## src/rtl/line_alt_pkg.sv

```systemverilog
// Shared types for the line-alternation polarity generator.
// Assumes: the setting field width is a parameter of the user modules.
package line_alt_pkg;

    // Operating mode decoded from the active half-period setting
    typedef enum logic [1:0] {
        MODE_EXT     = 2'd0,   // setting 0: polarity comes from the pin
        MODE_ILLEGAL = 2'd1,   // setting 1: prohibited, hold polarity
        MODE_COUNT   = 2'd2    // setting 2..max: internal generation
    } alt_mode_e;

endpackage

```

## src/rtl/line_alt_decode.sv

```systemverilog
// Decodes the active half-period setting into an operating mode.
// Assumes: purely combinational; the setting is already registered.
module line_alt_decode
    import line_alt_pkg::*;
#(
    parameter int SEL_W = 5
) (
    input  logic [SEL_W-1:0] active_sel,
    output alt_mode_e        mode
);

    localparam logic [SEL_W-1:0] SEL_EXT = '0;
    localparam logic [SEL_W-1:0] SEL_ILL = SEL_W'(1);

    // Map the setting value onto one of the three modes
    always_comb begin
        if (active_sel == SEL_EXT)
            mode = MODE_EXT;
        else if (active_sel == SEL_ILL)
            mode = MODE_ILLEGAL;
        else
            mode = MODE_COUNT;
    end

endmodule

```

## src/rtl/line_alt_counter.sv

```systemverilog
// Counts lines and owns the active setting register.
// Assumes: clocked on the falling edge of the line clock, synchronous
// active-low reset. Outside counting mode every edge is a wrap point,
// so the setting is re-read on each line.
module line_alt_counter
    import line_alt_pkg::*;
#(
    parameter int SEL_W = 5
) (
    input  logic             line_clk,
    input  logic             rst_n,
    input  logic [SEL_W-1:0] period_sel,
    input  alt_mode_e        mode,
    output logic [SEL_W-1:0] active_sel,
    output logic             wrap
);

    localparam logic [SEL_W-1:0] ONE = SEL_W'(1);

    logic [SEL_W-1:0] line_cnt;

    // Wrap when the last line of the half-period is reached, or always when idle
    always_comb begin
        wrap = (mode != MODE_COUNT) || (line_cnt == (active_sel - ONE));
    end

    // Advance the line count and reload the setting at each wrap
    always_ff @(negedge line_clk) begin
        if (!rst_n) begin
            line_cnt   <= '0;
            active_sel <= period_sel;
        end else if (wrap) begin
            line_cnt   <= '0;
            active_sel <= period_sel;
        end else begin
            line_cnt   <= line_cnt + ONE;
        end
    end

    // the count never leaves the current half-period
    p_cnt_bound_r1: assert property (@(negedge line_clk) disable iff (!rst_n)
        (mode == MODE_COUNT) |-> (line_cnt < active_sel));

    // the setting cannot change in the middle of a half-period
    p_sel_hold_r7: assert property (@(negedge line_clk) disable iff (!rst_n)
        (mode == MODE_COUNT && !wrap) |=> $stable(active_sel));

    // leaving reset starts from line zero
    p_cnt_reset_r5: assert property (@(negedge line_clk) disable iff (!rst_n)
        $rose(rst_n) |-> (line_cnt == '0));

endmodule

```

## src/rtl/line_alt_polarity.sv

```systemverilog
// Holds the generated polarity bit and inverts it at each counting wrap.
// Assumes: falling-edge line clock, synchronous active-low reset.
module line_alt_polarity
    import line_alt_pkg::*;
(
    input  logic      line_clk,
    input  logic      rst_n,
    input  alt_mode_e mode,
    input  logic      wrap,
    output logic      m_gen
);

    logic flip;

    // Invert only when a counting half-period completes
    always_comb begin
        flip = (mode == MODE_COUNT) && wrap;
    end

    // Polarity register: cleared by reset, toggled on flip
    always_ff @(negedge line_clk) begin
        if (!rst_n)
            m_gen <= 1'b0;
        else if (flip)
            m_gen <= ~m_gen;
    end

    // inversion happens exactly at a counting wrap
    p_flip_r1: assert property (@(negedge line_clk) disable iff (!rst_n)
        (mode == MODE_COUNT && wrap) |=> (m_gen != $past(m_gen)));

    // no inversion away from a counting wrap
    p_steady_r1: assert property (@(negedge line_clk) disable iff (!rst_n)
        !(mode == MODE_COUNT && wrap) |=> $stable(m_gen));

    // the illegal setting freezes the polarity
    p_err_hold_r3: assert property (@(negedge line_clk) disable iff (!rst_n)
        (mode == MODE_ILLEGAL) |=> $stable(m_gen));

    // polarity starts at zero after reset
    p_m_reset_r5: assert property (@(negedge line_clk) disable iff (!rst_n)
        $rose(rst_n) |-> (m_gen == 1'b0));

endmodule

```

## src/rtl/line_alt_gen.sv

```systemverilog
// Top level of the line-alternation polarity generator. Chooses between
// the generated polarity and the pin value, and drives the pin enable and
// the illegal-setting flag.
// Assumes: line_clk is the line shift clock; all state changes on its
// falling edge.
module line_alt_gen
    import line_alt_pkg::*;
#(
    parameter int SEL_W = 5
) (
    input  logic             line_clk,
    input  logic             rst_n,
    input  logic [SEL_W-1:0] period_sel,
    input  logic             m_pin_in,
    output logic             m_out,
    output logic             m_oe,
    output logic             m_int,
    output logic             cfg_err
);

    logic [SEL_W-1:0] active_sel;
    alt_mode_e        mode;
    logic             wrap;
    logic             m_gen;

    line_alt_decode #(.SEL_W(SEL_W)) u_decode (
        .active_sel (active_sel),
        .mode       (mode)
    );

    line_alt_counter #(.SEL_W(SEL_W)) u_counter (
        .line_clk   (line_clk),
        .rst_n      (rst_n),
        .period_sel (period_sel),
        .mode       (mode),
        .active_sel (active_sel),
        .wrap       (wrap)
    );

    line_alt_polarity u_polarity (
        .line_clk (line_clk),
        .rst_n    (rst_n),
        .mode     (mode),
        .wrap     (wrap),
        .m_gen    (m_gen)
    );

    // Pin direction, selector source and error flag from the current mode
    always_comb begin
        m_out   = m_gen;
        m_oe    = (mode != MODE_EXT);
        m_int   = (mode == MODE_EXT) ? m_pin_in : m_gen;
        cfg_err = (mode == MODE_ILLEGAL);
    end

    // external mode passes the pin through with the driver off
    p_ext_pass_r2: assert property (@(negedge line_clk) disable iff (!rst_n)
        !m_oe |-> (m_int == m_pin_in));

    // while driving, the selector sees the driven value
    p_int_follow_r9: assert property (@(negedge line_clk) disable iff (!rst_n)
        m_oe |-> (m_int == m_out));

    // the error flag implies the driver stays on
    p_err_oe_r4: assert property (@(negedge line_clk) disable iff (!rst_n)
        cfg_err |-> m_oe);

endmodule

```

## config.mk

```make
export PLATFORM = sky130hd
export DESIGN_NAME = line_alt_gen
export DESIGN_NICKNAME = d
export VERILOG_FILES = /design/src/rtl/line_alt_pkg.sv /design/src/rtl/line_alt_decode.sv /design/src/rtl/line_alt_counter.sv /design/src/rtl/line_alt_polarity.sv /design/src/rtl/line_alt_gen.sv
export SDC_FILE = /design/constraint.sdc
export NUM_CORES = 1
export LEC_CHECK = 0
export BUFFER_PORTS_ARGS = -buffer_cell sky130_fd_sc_hd__buf_2
export CAP_MARGIN = 20
export CORE_UTILIZATION = 47
export CTS_BUF_LIST = sky130_fd_sc_hd__clkbuf_16
export DETAILED_ROUTE_END_ITERATION = 7
export PLACE_DENSITY = 0.69
export SYNTH_ARGS = -nofsm -noshare
export SYNTH_HDL_FRONTEND = slang
export SYNTH_SLANG_ARGS = --single-unit
```

## constraint.sdc

```tcl
create_clock -name line_clk -period 1.9 [get_ports line_clk]
set_input_delay 0.38 -clock line_clk [delete_from_list [all_inputs] [get_ports line_clk]]
set_output_delay 0.38 -clock line_clk [all_outputs]
set_load 0.005 [all_outputs]
```

==> results.yml <==
run_status:
  status: "finished, violations left"
  violations: "negative setup slack"
setup_path:
  cp_max_fo: 3
  cp.required_ns: 1.52
  cp.arrival_ns: 2.41
  endpoint_kind: "output port"
  r2r_cells: 7
  worstReg2RegStart: "u_counter.active_sel[0]$_DFFE_NP_"
  start_kind: "flop"
  critPathKind: "flop to output port"
  critPathLaunch: "u_counter.active_sel[4]$_DFFE_NP_"
final_layout:
  n_antenna_cell: 0
  final_nets: 119
  fin_util: 0.833
  layout_commonest_cell: "buf_4"
  final_cell_mix: "buf_4, inv_1, buf_2, nor3_1"
  fill_cells: 81
  syn2layout_area_growth_pct: 63.7
  layout-drive-gt1-share: 0.481
floorplan:
  die_w_um: 39.5
  core_area_um2: 1300
  start_util: 0.509
  die_h_um: 39.5
  die_area_um2: 1560
  rows: 13
  pin_count: 12
clock_tree:
  cts_max_level: 1
  clk_path_buf_depth: 2
  clock_latency_ns: 0.32
  cts_tree: "yes"
  numCtsBuffers: 3
  clock-root-buffer: "clkbuf_16"
  path_clk_slew_ns: 0.04
  ctsHoldBuffers: 0
  clock_sinks: 11
detailed_routing:
  ant_nets: 0
  routed_wirelength_mm: 1.69
  routedWlPerCell_um: 14.0
  route.detailed.drc: 0
  via_count: 618
  drt_iter0_drc: 7
  viasPerCell: 5.11
  first_pass_iters: 4
synth:
  synth.yosys.seq_area_share: 0.408
  synth_area_um2: 662
  ys_types: 29
  synthCells: 62
  synth_fp_nets: 74
  synth.avg_cell_area_um2: 10.7
  yosysWarningCount: 0
  ys_seq_elements: 11
pwr:
  comb_power_share: 0.218
  p_total_w: 0.000982
  pwr-share-clk: 0.481
  power_frac_seq: 0.301
  p_int_w: 0.000706
  power_density_nw_per_um2: 906
  swShare: 0.281
  vdd_drop_max_mv: 0.623
  p_sw_w: 0.000276
  power_leakage_nw: 0.498
timing:
  rsz0062_at_grt: "yes"
  fin_ws_ns: -0.886
  drv_slew: 0
  relSlewSlack: 0.722
  fin_skew_ns: 0.0118
  setup_viol: 4
  final_hold_viol_count: 0
  tightestPinTransition_ns: 0.414
place:
  gp_congestion: 0.716
  dp_hpwl_um: 996
  numPortBuffers: 11
min_path:
  hold_depth: 1
  hp-start: "u_counter.line_cnt[0]$_SDFF_NP0_"
  hold_path_class: "flop to flop"
global_routing:
  grt_pass1_wl_mm: 2.30
  gr-total-overflow: 0
  track_usage: 0.238
  grt_antenna_before_repair: 0
  grt_pass1_vias: 589
  grt_max_degree: 8
run:
  drv_cap: 0
area by class of cell:
cell class | instances | area [µm²] | share of cell area
sequential | 11 | 272 | 0.251
tap | 15 | 18.8 | 0.0173
timing repair buffer | 31 | 223 | 0.206
clock buffer | 3 | 75.1 | 0.0693
inverter | 2 | 7.51 | 0.00693
multi-input combinational | 47 | 443 | 0.409
clock inverter | 12 | 45.0 | 0.0416
power by group through the flow:
| stage | Combinational (W) | Clock [W] | Sequential [W] |
|---|---|---|---|
| 2_1_floorplan | 0.000100 | 0.0000385 | 0.000294 |
| 3_3_place_gp | 0.000173 | 0.0000385 | 0.000294 |
| 3_5_place_dp | 0.000178 | 0.0000385 | 0.000294 |
| 4_1_cts | 0.000197 | 0.000487 | 0.000296 |
| 5_1_grt | 0.000230 | 0.000526 | 0.000298 |
| 6_report | 0.000214 | 0.000472 | 0.000296 |
metrics by stage:
| stage | hold slack [ns] | cells | cell area, µm² | setup TNS, ns | setup WS (ns) |
|---|---|---|---|---|---|
| floorplan | 0.467 | 62 | 677 | -1.17 | -0.483 |
| global placement | 0.491 | 103 | 863 | -2.22 | -0.575 |
| CTS | 0.499 | 119 | 1030 | -2.72 | -0.868 |
| finish | 0.500 | 121 | 1080 | -2.75 | -0.886 |
| detailed placement | 0.494 | 103 | 863 | -2.36 | -0.595 |
| global route | 0.536 | 121 | 1080 | -3.18 | -0.972 |
what timing repair did:
action                                  4_1_cts  5_1_grt
endpoints found under the setup margin        4        9
setup buffers                                 2        3
pin swaps                                     1        5
cloned                                        0        0
hold endpoints to repair                      0        0
resized for setup                             9        7
registers in the layout, summed over array words and instances, names as in the netlist:
register / flops
u_counter.active_sel: 5
u_polarity.m_gen: 1
u_counter.line_cnt: 5
routing by layer:
layer	share of wire	track usage	wire (µm)
met5	0	0	0
met4	0.040	0.147	67
met3	0.054	0.136	92
met2	0.53	0.430	904
met1	0.37	0.189	626
cell usage after synthesis, drive strengths merged:
| cell type | n | area (µm²) |
|---|---|---|
| xor2 | 5 | 51.3 |
| o211ai | 2 | 20.0 |
| o2bb2ai | 1 | 8.76 |
| inv | 3 | 11.3 |
| nor3 | 7 | 35.0 |
| buf | 1 | 7.51 |
| ha | 4 | 50.1 |
| nand2 | 3 | 11.3 |
| mux2 | 1 | 11.3 |
| dfxtp | 6 | 120 |
| edfxtp | 5 | 150 |
| nor2b | 1 | 6.26 |
| or3 | 1 | 6.26 |
| and4bb | 1 | 12.5 |
| xnor2 | 5 | 51.3 |
| a211oi | 1 | 12.5 |
| nand4bb | 1 | 11.3 |
| a2bb2oi | 1 | 8.76 |
| nor3b | 2 | 15.0 |
| o21ai | 2 | 10.0 |
| nor4 | 1 | 6.26 |
| or2 | 1 | 6.26 |
| nor2 | 2 | 7.51 |
| o21bai | 2 | 15.0 |
| nand3 | 2 | 10.0 |
| and3 | 1 | 6.26 |
worst paths after layout:
check | to | slack [ns]
setup / recovery | m_int | -0.89
hold / removal | u_counter.line_cnt[0]$_SDFF_NP0_ | 0.50
setup reg to reg | u_counter.active_sel[0]$_DFFE_NP_ | 0.03
hold reg to reg | u_counter.line_cnt[0]$_SDFF_NP0_ | 0.50
worst max-delay path, cell delays in order (launching register included):
cell and delay, ns:
edfxtp_1 0.41, nor3_2 0.24, nand2_2 0.08, mux2_2 0.27, buf_2 0.12
cells by family (layout without fill, tap and decap cells):
kind of cell,count (synthesis),after routing,share of synthesized area
flip-flops,11,11,0.408
multiplexers,1,1,0.0170
AND/OR/NAND/NOR,23,23,0.202
adder cells (fa/ha/maj),4,4,0.0756
buffers and inverters,4,48,0.0284
XOR/XNOR,10,10,0.155
AO/OA/AOI/OAI,9,9,0.113
Power figures use the tool's default switching activity.
